$ cat src/rtl/exec_alu_pkg.sv
package exec_alu_pkg;

  typedef enum logic [2:0] {
    OP_ADD = 3'b000,
    OP_SUB = 3'b001,
    OP_AND = 3'b010,
    OP_OR  = 3'b011,
    OP_SLT = 3'b100,
    OP_NOR = 3'b101,
    OP_SHL = 3'b110,
    OP_SHR = 3'b111
  } alu_op_e;

  typedef struct packed {
    logic z;
    logic c;
    logic v;
    logic n;
  } alu_flags_t;

  function automatic logic op_is_arith(alu_op_e op);
    return (op == OP_ADD) || (op == OP_SUB);
  endfunction

endpackage

$ cat src/rtl/exec_alu_addsub.sv
module exec_alu_addsub #(
  parameter int WIDTH = 32
) (
  input  logic [WIDTH-1:0] a,
  input  logic [WIDTH-1:0] b,
  input  logic             sub,
  output logic [WIDTH-1:0] sum,
  output logic             cout,
  output logic             ovf,
  output logic             lt
);
  localparam int MSB = WIDTH - 1;

  logic [WIDTH-1:0] b_eff;
  logic [WIDTH:0]   full;

  // In subtract mode B is inverted and the +1 enters as the carry-in.
  assign b_eff = sub ? ~b : b;
  assign full  = {1'b0, a} + {1'b0, b_eff} + {{WIDTH{1'b0}}, sub};
  assign sum   = full[MSB:0];
  assign cout  = full[WIDTH];
  // Overflow: the adder's two inputs agree in sign but the sum does not.
  assign ovf   = (a[MSB] == b_eff[MSB]) && (sum[MSB] != a[MSB]);
  // Signed less-than: the sign of the difference, corrected by overflow.
  assign lt    = sum[MSB] ^ ovf;

endmodule

$ cat src/rtl/exec_alu_bitwise.sv
module exec_alu_bitwise #(
  parameter int WIDTH = 32
) (
  input  logic [WIDTH-1:0] a,
  input  logic [WIDTH-1:0] b,
  output logic [WIDTH-1:0] and_o,
  output logic [WIDTH-1:0] or_o,
  output logic [WIDTH-1:0] nor_o
);

  for (genvar i = 0; i < WIDTH; i++) begin : g_bit
    assign and_o[i] = a[i] & b[i];
    assign or_o[i]  = a[i] | b[i];
    assign nor_o[i] = ~(a[i] | b[i]);
  end

endmodule

$ cat src/rtl/exec_alu_shifter.sv
module exec_alu_shifter #(
  parameter int WIDTH    = 32,
  parameter int SHW      = 5,
  parameter bit DIR_LEFT = 1'b1
) (
  input  logic [WIDTH-1:0] din,
  input  logic [SHW-1:0]   amt,
  output logic [WIDTH-1:0] dout
);

  logic [WIDTH-1:0] stg [0:SHW];

  assign stg[0] = din;

  // Stage i shifts by 2**i when bit i of the amount is set; vacated bits take 0.
  for (genvar i = 0; i < SHW; i++) begin : g_stage
    localparam int STEP = 1 << i;
    logic [WIDTH-1:0] moved;
    if (DIR_LEFT) begin : g_left
      assign moved = stg[i] << STEP;
    end else begin : g_right
      assign moved = stg[i] >> STEP;
    end
    assign stg[i+1] = amt[i] ? moved : stg[i];
  end

  assign dout = stg[SHW];

endmodule

$ cat src/rtl/exec_alu.sv
module exec_alu
  import exec_alu_pkg::*;
#(
  parameter int WIDTH = 32
) (
  input  logic             clk,
  input  logic             rst,
  input  logic             en,
  input  logic [2:0]       op_code,
  input  logic [WIDTH-1:0] opa,
  input  logic [WIDTH-1:0] opb,
  output logic [WIDTH-1:0] res,
  output logic             flag_z,
  output logic             flag_c,
  output logic             flag_v,
  output logic             flag_n
);
  localparam int MSB = WIDTH - 1;
  localparam int SHW = (WIDTH > 1) ? $clog2(WIDTH) : 1;

  alu_op_e op;
  assign op = alu_op_e'(op_code);

  // Shared adder: ADD, SUB and SLT all go through it.
  logic [WIDTH-1:0] as_sum;
  logic             as_cout, as_ovf, as_lt;

  exec_alu_addsub #(.WIDTH(WIDTH)) u_addsub (
    .a    (opa),
    .b    (opb),
    .sub  (op != OP_ADD),
    .sum  (as_sum),
    .cout (as_cout),
    .ovf  (as_ovf),
    .lt   (as_lt)
  );

  logic [WIDTH-1:0] bw_and, bw_or, bw_nor;

  exec_alu_bitwise #(.WIDTH(WIDTH)) u_bitwise (
    .a     (opa),
    .b     (opb),
    .and_o (bw_and),
    .or_o  (bw_or),
    .nor_o (bw_nor)
  );

  logic [SHW-1:0]   sh_amt;
  logic [WIDTH-1:0] sh_left, sh_right;

  assign sh_amt = opb[SHW-1:0];

  exec_alu_shifter #(.WIDTH(WIDTH), .SHW(SHW), .DIR_LEFT(1'b1)) u_shl (
    .din  (opa),
    .amt  (sh_amt),
    .dout (sh_left)
  );

  exec_alu_shifter #(.WIDTH(WIDTH), .SHW(SHW), .DIR_LEFT(1'b0)) u_shr (
    .din  (opa),
    .amt  (sh_amt),
    .dout (sh_right)
  );

  logic [WIDTH-1:0] nxt_res;
  alu_flags_t       nxt_flg;

  always_comb begin
    unique case (op)
      OP_ADD,
      OP_SUB:  nxt_res = as_sum;
      OP_AND:  nxt_res = bw_and;
      OP_OR:   nxt_res = bw_or;
      OP_NOR:  nxt_res = bw_nor;
      OP_SLT:  nxt_res = {{(WIDTH-1){1'b0}}, as_lt};
      OP_SHL:  nxt_res = sh_left;
      default: nxt_res = sh_right;
    endcase
  end

  always_comb begin
    nxt_flg.z = (nxt_res == '0);
    nxt_flg.n = nxt_res[MSB];
    nxt_flg.c = op_is_arith(op) ? as_cout : 1'b0;
    nxt_flg.v = op_is_arith(op) ? as_ovf  : 1'b0;
  end

  logic [WIDTH-1:0] res_q;
  alu_flags_t       flg_q;

  always_ff @(posedge clk) begin
    if (rst) begin
      res_q <= '0;
      flg_q <= '0;
    end else if (en) begin
      res_q <= nxt_res;
      flg_q <= nxt_flg;
    end
  end

  assign res    = res_q;
  assign flag_z = flg_q.z;
  assign flag_c = flg_q.c;
  assign flag_v = flg_q.v;
  assign flag_n = flg_q.n;

  // reset clears everything on the following cycle.
  a_r10_reset_clear: assert property (@(posedge clk)
    rst |=> (res == '0) && !flag_z && !flag_c && !flag_v && !flag_n);

  // an idle cycle leaves the outputs untouched.
  a_r8_idle_hold: assert property (@(posedge clk) disable iff (rst)
    !en |=> $stable(res) && $stable(flag_z) && $stable(flag_c) &&
            $stable(flag_v) && $stable(flag_n));

  // the captured sum matches the operands of the previous cycle.
  a_r1_add_sum: assert property (@(posedge clk) disable iff (rst)
    (en && op_code == 3'b000) |=> res == ($past(opa) + $past(opb)));

  // set-on-less-than gives 0 or 1, with no carry or overflow.
  a_r4_slt_shape: assert property (@(posedge clk) disable iff (rst)
    (en && op_code == 3'b100) |=> (res[MSB:1] == '0) && !flag_c && !flag_v);

  // logic and shift operations never raise carry or overflow.
  a_r3_no_carry_logic: assert property (@(posedge clk) disable iff (rst)
    (en && (op_code[2] || op_code[1])) |=> !flag_c && !flag_v);

  // zero and sign flags agree with the captured result.
  a_r7_zero_flag: assert property (@(posedge clk) disable iff (rst)
    en |=> flag_z == (res == '0));

  a_r7_sign_flag: assert property (@(posedge clk) disable iff (rst)
    en |=> flag_n == res[MSB]);

endmodule

$ cat config.mk
export PLATFORM = sky130hd
export DESIGN_NAME = exec_alu
export DESIGN_NICKNAME = d
export VERILOG_FILES = /design/src/rtl/exec_alu_pkg.sv /design/src/rtl/exec_alu_addsub.sv /design/src/rtl/exec_alu_bitwise.sv /design/src/rtl/exec_alu_shifter.sv /design/src/rtl/exec_alu.sv
export SDC_FILE = /design/constraint.sdc
export NUM_CORES = 1
export LEC_CHECK = 0
export ABC_AREA = 1
export BUFFER_PORTS_ARGS = -buffer_cell sky130_fd_sc_hd__buf_2
export CORE_MARGIN = 2
export CORE_UTILIZATION = 52
export CTS_CLUSTER_DIAMETER = 50
export DETAILED_ROUTE_END_ITERATION = 7
export PLACE_DENSITY = 0.85
export SYNTH_ARGS = -nofsm -noshare
export SYNTH_HDL_FRONTEND = slang
export SYNTH_SLANG_ARGS = --single-unit
$ cat constraint.sdc
create_clock -name clk -period 3.01 [get_ports clk]
set_clock_uncertainty 0.15 [all_clocks]
set_input_delay 0.4515 -clock clk [delete_from_list [all_inputs] [get_ports clk]]
set_output_delay 0.4515 -clock clk [all_outputs]
set_load 0.005 [all_outputs]
# Word-level counts from Yosys, hierarchy flattened
# Cells that the tools add are included.
[word_totals] reg_bits=36 latchBits=0 ram_bits=0 romBits=0 input_bits=70 output_inout_bits=36 wordCells=133 memories=0
[op_classes] addsub=2 multipliers=0 div_mod_pow=0 order_cmp=0 n_eq_ne=8 shift=0 mux=14 n_bitwise=98 n_reduce_logical=6
[op_table] cell="32-bit two-way mux" n=11
[op_table] cell="32-bit one-hot mux with 6 select lines" n=1
[op_table] cell="32-bit by 32-bit adder with 33-bit output" n=1
[op_table] cell="33-bit by 1-bit adder with 33-bit output" n=1
[op_table] cell="1-bit bitwise AND" n=32
[op_table] cell="32-bit logical NOT" n=1
[op_table] cell="1-bit NOT" n=32
[op_table] cell="32-bit NOT" n=1
[op_table] cell="1-bit bitwise OR" n=32
[op_table] cell="3-bit == test (second input constant)" n=3
[op_table] cell="3-bit by 2-bit == test with 1-bit output (second input constant)" n=2
[op_table] cell="3-bit by 1-bit == test with 1-bit output (second input constant)" n=1
[op_table] cell="3-bit logical NOT" n=1
[op_table] cell="3-bit nonzero test" n=1
[op_table] cell="1-bit two-way mux" n=2
[op_table] cell="2-bit OR reduction" n=1
[op_table] cell="1-bit == test" n=1
[op_table] cell="1-bit logical AND" n=1
[op_table] cell="1-bit logical OR" n=1
[op_table] cell="1-bit != test" n=1
[op_table] cell="1-bit XOR" n=1

# Logic depth before layout (Yosys ltp)
# Gate-level depths: netlist (run 1).
[logic_depth] depth_word=9 mapped_depth=25 mapped_depth_nobuf=24

# Hierarchy
# From an unflattened synthesis (run 1), not the netlist that was laid out.
[hier_totals] hier_cells=1920 area_unflattened_um2=9525.4
[by_module_without_submodules] mod="exec_alu" instances=1 cells_per_inst=576 area_per_inst_um2=3151.8 seq_area_each_um2=700.7
[by_module_without_submodules] mod="exec_alu_addsub" instances=1 cells_per_inst=437 area_per_inst_um2=2448.6 seq_area_each_um2=0.0
[by_module_without_submodules] mod="exec_alu_shifter (u_shr)" instances=1 cells_per_inst=361 area_per_inst_um2=1609.0 seq_area_each_um2=0.0
[by_module_without_submodules] mod="exec_alu_shifter (u_shl)" instances=1 cells_per_inst=354 area_per_inst_um2=1595.3 seq_area_each_um2=0.0
[by_module_without_submodules] mod="exec_alu_bitwise" instances=1 cells_per_inst=192 area_per_inst_um2=720.7 seq_area_each_um2=0.0

# Least setup slack after synthesis (run 1)
# OpenSTA, ideal clock, no wires.
[synth_path] path_kind="input -> register" startpoint="input op_code[1]" endpoint="register flg_q, in the netlist flag_z" setup_ps=71 t_arrival_ps=3013 slack_ps=-224 cell_stages=20 path_buffers=1 path_cell_list="nor2_2 nand2_1 buf_1 xor2_1 inv_1 ha_1 nand2_1 inv_1 a21oi_1 nor2_1 nor2_1 nand2_1 or2_2 nand3_1 nand4_1 nor2_1 nand3_1 nor2_1 nand3_1 a21oi_1"
[synth_via] elab_chain_cells=9 elab_cells_between_ends=18
[synth_lines] element="start: declaration" line="exec_alu.sv:9" source="input logic [2:0] op_code,"
[synth_lines] element="3-bit nonzero test" line="exec_alu.sv:31" source=".sub (op != OP_ADD),"
[synth_lines] element="32-bit two-way mux" line="exec_alu_addsub.sv:18" source="assign b_eff = sub ? ~b : b;"
[synth_lines] element="32-bit by 32-bit adder with 33-bit output" line="exec_alu_addsub.sv:19" source="assign full = {1'b0, a} + {1'b0, b_eff} + {{WIDTH{1'b0}}, sub};"
[synth_lines] element="33-bit by 1-bit adder with 33-bit output" line="exec_alu_addsub.sv:19"
[synth_lines] element="1-bit != test" line="exec_alu_addsub.sv:23" source="assign ovf = (a[MSB] == b_eff[MSB]) && (sum[MSB] != a[MSB]);"
[synth_lines] element="1-bit logical AND" line="exec_alu_addsub.sv:23"
[synth_lines] element="1-bit XOR" line="exec_alu_addsub.sv:25" source="assign lt = sum[MSB] ^ ovf;"
[synth_lines] element="32-bit one-hot mux with 6 select lines *" line="exec_alu.sv:69" source="unique case (op)"
[synth_lines] element="32-bit logical NOT *" line="exec_alu.sv:82" source="nxt_flg.z = (nxt_res == '0);"
[synth_lines] element="end signal: assignment" line="exec_alu.sv:97" source="flg_q <= nxt_flg;"
[synth_lines] element="end: declaration" line="exec_alu.sv:89" source="alu_flags_t flg_q;"
# Every way passes the cells marked *; elsewhere a longest branch is shown, timed or not.
# A chain may end at the register's enable or synchronous reset.

# Worst setup path after layout (run 1)
[layout_path] startpoint="input op_code[2]" endpoint="register flg_q, in the netlist flag_z"
# Same word-level chain as after synthesis.

==> results.cfg, run 1 <==
[outcome]
outcome = complete, but fails checks
violations = negative setup slack

[yosys]
synth-compound-area-share_pct = 16.27
ys.flop_type = dfxtp_1
avgSynthCellArea_um2 = 5.093
muxShareOfSynthArea_pct = 0.1171
yosysTopAreaCellShare_pct = 19.72
synthSimpleGateAreaFrac_pct = 52.27
yosys.cell_types.count = 52
synth_cells = 1679
ys_seq_area_share_pct = 8.194
synth_edf_count = 0
postSynth.asyncResetShare_pct = 0
synth_top_area_cell = nand3_1
synth_top_family_by_area = simple AND/OR/NAND/NOR gates
yosys-top-cells-area = nand3_1, nand2_1, inv_1, dfxtp_1, nor2_1
synthTopCellsByCount = nand2_1, nand3_1, inv_1
synth_xor_area_share_pct = 3.175
yosysMostFrequentCell = nand2_1
ys_ff_latch = 35
synthAdderAreaFrac_pct = 5.502
syn-cell-area_mm2 = 0.008551
yosys_warnings = 0
synth_nets = 1786

[worst_setup_path]
path_common_cell = nand2_1
crit_fanout = 6
crit_buf_inv = 4
cp_slowest_cell = ha_4
critPathRequiredTime_ns = 3.09
crit_path_start_kind = primary input
critPathMaxStageDelay_ns = 0.30
worstSetupEndpointType = flop
critical_path.cell_chain = buf_8 > nor2_4 > nand2_4 > clkbuf_16 > xor2_2 > inv_1 > ha_4 > nand2_1 > nor2_2 > nand3_1 > nand2_1 > buf_4 > nand2_1 > nand3_2 > nand2_2 > nand2_1 > nand2_1 > nand3_2 > nand3_2 > nor2_1 > nand3_1 > nor2_1 > nand3_1 > a21oi_1
arrival_ns = 3.59
r2r_slack_ns = 2.07
critPathKind = primary input to flop
critPathTopFamily = simple AND/OR/NAND/NOR gates

[global_routing]
grt_pass1_wl_um = 65660
grt_max_degree = 69
grt_remaining_overflow = 0
track_usage_pct = 47.80
antenna_found_initial = 1
grt_pass1_vias = 12225

[run]
maxCapViolCount = 0

[power]
cellLeakagePower_nw = 6.555
peakVddDrop_v = 0.0003173
power_density_mw_per_mm2 = 317.7

[sta]
period_share_pct = 116.8
worst_pin_slew_ns = 1.047
fin_ws_ns = -0.5043
drv_slew = 0
rsz0062_at_grt = true
period_minus_slack_ns = 3.514
setup_violations = 27
slew_headroom_pct = 29.96
max_freq_ghz = 0.2845
finalHoldViolCount = 0
finalSetupTns_ns = -5.738

[final_layout]
diodes = 0
nets = 2088
finalCoreUtilization_pct = 77.96
final_area_mm2 = 0.01247
fillers = 1237
drive_above_1_share_pct = 31.69
syn_to_final_growth_pct = 45.87

[drt]
wl_um = 49530
drc_errors = 0
first_pass_iters = 7
drt_iter0_markers = 2486
postRouteAntennaNets = 0
vias = 14214
avgRoutedWirePerCell_um = 22.53
via_per_inst = 6.467

[floorplanning]
initial_utilization_pct = 53.44
coreArea_mm2 = 0.01600
die_x_um = 132.2
ioPinCount = 106
die-area_mm2 = 0.01748
fp-row-count = 46
dieHeight_um = 132.2

[placed_design]
dp_hpwl_um = 34030
io_buffers = 105
pre_cts_slack_ns = -0.6829
place.gp.congestion = 1.098
placed_area_mm2 = 0.01087

[cts]
clock-sinks = 35
clk_latency_ns = 0.29
clk_pin_slew_ns = 0.06
max-clock-path-buffers = 2
clockRootBuffer = clkbuf_16
h-tree-depth = 2
cts_tree = yes
cts_made_buffers = 5

[worst_hold_path]
worstHoldPathType = flop to flop
-- state kept, by name (all words and copies together), names as in the netlist --
signal	count
flag_z	1
res	32
flag_v	1
flag_c	1
-- tightest hold or removal path: cells and delay by family, from the launching register on --
kind               cells  cell delay [ns]
DFF                    1             0.31
AOI/OAI and AO/OA      1             0.06
and+or+nand+nor        1             0.06
-- logic make-up (layout without fill, tap and decap cells) --
kind of cell | count (synthesis) | in the layout
DFF | 35 | 35
muxes | 1 | 1
buffers and inverters | 308 | 611
AOI/OAI and AO/OA | 241 | 241
adders and majority gates | 37 | 37
xor gates and xnor gates | 31 | 31
and+or+nand+nor | 1026 | 1026
-- where the power goes --
part / internal [mW] / switching [mW] / total (mW)
sequential: 0.500 / 0.0201 / 0.520
combinational: 1.11 / 1.70 / 2.81
clock: 0.412 / 0.220 / 0.632
-- what timing repair did --
| action | CTS | global route |
|---|---|---|
| pin swaps | 15 | 91 |
| hold buffers | 0 | 0 |
| gates resized for setup | 93 | 188 |
| gates cloned | 0 | 3 |
| setup endpoints to repair | 20 | 29 |
| buffers inserted | 7 | 17 |
-- metal layers --
layer / up-vias / global-route usage, % / routed length, µm
li1: 6138 / - / -
met1: 6366 / 61.16 / 17180
met2: 1325 / 73.38 / 20160
met3: 385 / 14.88 / 8036
met4: 0 / 22.10 / 4156
met5: - / 0 / 0
-- stage by stage --
step | hold slack (ns) | cells | power (mW)
2_1_floorplan | 0.3118 | 1679 | 1.670
3_3_place_gp | 0.3026 | 2163 | 2.641
3_5_place_dp | 0.3155 | 2163 | 2.669
4_1_cts | 0.3250 | 2178 | 3.449
5_1_grt | 0.3527 | 2198 | 4.106
6_report | 0.3257 | 2198 | 3.963
-- cells in the final DEF, fill, tap and decap left out, drive strengths merged, types with 18 or more instances in the layout --
| master | instances |
|---|---|
| buf | 373 |
| o21ai | 91 |
| nor2 | 159 |
| a31oi | 18 |
| nor3 | 37 |
| nand4 | 18 |
| ha | 36 |
| dfxtp | 35 |
| nand2 | 451 |
| a21oi | 81 |
| o211ai | 18 |
| xor2 | 22 |
| nand3 | 338 |
| inv | 227 |
-- path summary, 6_finish.rpt --
kind / start / endpoint / cells after the start
setup / recovery: op_code[2] / flag_z$_SDFFE_PP0P_ / 24
hold reg to reg: flag_v$_SDFFE_PP0P_ / flag_v$_SDFFE_PP0P_ / 2
hold / removal: flag_v$_SDFFE_PP0P_ / flag_v$_SDFFE_PP0P_ / 2
setup reg to reg: res[20]$_SDFFE_PP0P_ / res[20]$_SDFFE_PP0P_ / 4
-- cell type report --
| class | instances | area [µm²] | area share (%) |
|---|---|---|---|
| clock inverter | 2 | 35.03 | 0.2809 |
| clock buffer | 6 | 138.9 | 1.113 |
| multi-input combinational | 1336 | 7767 | 62.27 |
| timing repair buffer | 375 | 2700 | 21.65 |
| sequential | 35 | 700.7 | 5.617 |
| inverter | 228 | 860.8 | 6.901 |
| tap | 216 | 270.3 | 2.167 |
No activity file was read; power rests on OpenSTA's default activity.
==> inputs of run 2 (changes only) <==
- SETUP_SLACK_MARGIN: unset -> 0.2
==> run 2 against run 1 <==
  * The flow finishes with violations (design-rule violations, negative setup slack)
  * Design area fell by 0.14%
  * Final cell count barely moved
  * Largest power group unchanged
  * Sequential cell count did not move
  * Via count fell by 0.33%
  * Fmax fell by 0.34%
  * Power fell by 0.20%
==> results.cfg, run 2 (synthesized netlist as in run 1, its figures left out) <==
[floorplanning]
dieHeight_um = 132.2
die_x_um = 132.2
die-area_mm2 = 0.01748
ioPinCount = 106
initial_utilization_pct = 53.44
coreArea_mm2 = 0.01600
fp-row-count = 46

[sta]
period_share_pct = 117.1
max_freq_ghz = 0.2836
finalHoldViolCount = 0
worst_pin_slew_ns = 1.101
period_minus_slack_ns = 3.526
drv_slew = 0
setup_violations = 24
rsz0062_at_grt = true
slew_headroom_pct = 26.31
fin_ws_ns = -0.5162
finalSetupTns_ns = -5.506

[cts]
clockRootBuffer = clkbuf_16
h-tree-depth = 2
clk_latency_ns = 0.28
cts_tree = yes
clk_pin_slew_ns = 0.06
clock-sinks = 35
cts_made_buffers = 5
max-clock-path-buffers = 2
cts_hold_buf = 0

[worst_hold_path]
worstHoldPathType = flop to flop

[global_routing]
track_usage_pct = 48.72
grt_remaining_overflow = 0
grt_max_degree = 71
grt_pass1_wl_um = 67130
antenna_found_initial = 0
grt_pass1_vias = 12311

[placed_design]
place.gp.congestion = 1.111
placed_area_mm2 = 0.01098
dp_hpwl_um = 34430
io_buffers = 105
dp_cells = 2170

[final_layout]
final_area_mm2 = 0.01246
layout_common_cells = nand2_1, nand3_1, buf_4, inv_1, nor2_1
layout.cells.non_filler = 2199
syn_to_final_growth_pct = 45.67
drive_above_1_share_pct = 31.22
finalCoreUtilization_pct = 77.85
nets = 2089
layout_commonest_cell = nand2_1
largest_reg_flops = 32
diodes = 0

[power]
peakVddDrop_v = 0.0003683
p_seq_share_pct = 13.2
p_sw_share_pct = 48.85
design_power_total_mw = 3.955
cellLeakagePower_nw = 6.529
power_density_mw_per_mm2 = 317.5
pwr-share-clk_pct = 15.5
switchingPower_mw = 1.932
p_comb_share_pct = 71.3
p_int_mw = 2.023

[worst_setup_path]
path_common_cell = nand2_1
critPathMaxStageDelay_ns = 0.22
cp_slowest_cell = ha_4
critPathTopFamily = simple AND/OR/NAND/NOR gates
crit_buf_inv = 6
crit_path_start_kind = primary input
critPathKind = primary input to flop
critPathRequiredTime_ns = 3.07
arrival_ns = 3.59
crit_fanout = 6
worstSetupEndpointType = flop

[drt]
drc_errors = 10
first_pass_iters = 8
postRouteAntennaNets = 0
avgRoutedWirePerCell_um = 22.39
via_per_inst = 6.442
vias = 14167
wl_um = 49240
drt_iter0_markers = 2487

[outcome]
outcome = complete, but fails checks
violations = design-rule violations, negative setup slack

[run]
maxCapViolCount = 0
run 2: what timing repair did:
item	4_1_cts	5_1_grt
hold endpoints to repair	0	0
setup endpoints to repair	30	34
gates cloned	0	3
resized for setup	113	150
buffers inserted	4	14
pin swaps	16	58
run 2: final timing paths:
check	from	depth (start not counted)	end	slack (ns)
min reg2reg	flag_c$_SDFFE_PP0P_	2	flag_c$_SDFFE_PP0P_	0.33
max	op_code[2]	26	flag_z$_SDFFE_PP0P_	-0.52
min	flag_c$_SDFFE_PP0P_	2	flag_c$_SDFFE_PP0P_	0.33
max reg2reg	res[17]$_SDFFE_PP0P_	4	res[17]$_SDFFE_PP0P_	2.03
run 2: stage by stage:
stage	setup WS, ns	hold slack, ns
2_1_floorplan	0.1061	0.3118
3_3_place_gp	-0.7403	0.3054
3_5_place_dp	-0.7133	0.3217
4_1_cts	-0.2646	0.3299
5_1_grt	-0.6639	0.3595
6_report	-0.5162	0.3323
run 2: cell type report:
cell class / instances / area, µm²
clock buffer: 6 / 138.9
clock inverter: 2 / 35.03
fill: 1239 / 3545
inverter: 228 / 860.8
multi-input combinational: 1336 / 7759
sequential: 35 / 700.7
tap: 216 / 270.3
timing repair buffer: 376 / 2691
run 2: worst register-to-register path: stages, from the launching register on:
cell and delay [ns]:
dfxtp_1 0.35, nor2_1 0.06, nor2_1 0.17, o21ai_2 0.10, inv_1 0.10
run 2: power by group through the flow:
stage | Clock, mW | Combinational [mW] | Sequential, mW
floorplan | 0 | 1.16 | 0.530
finish | 0.614 | 2.82 | 0.521
detailed placement | 0 | 2.19 | 0.527
global route | 0.627 | 2.94 | 0.523
CTS | 0.608 | 2.35 | 0.518
global placement | 0 | 2.16 | 0.525
run 2: per-layer routing:
metal / share of wire, % / vias up / GRT usage, %
met5: 0 / - / 0
met4: 8.5 / 0 / 24.61
met3: 16 / 384 / 14.69
met2: 40 / 1353 / 73.18
met1: 36 / 6276 / 63.11
li1: - / 6154 / -
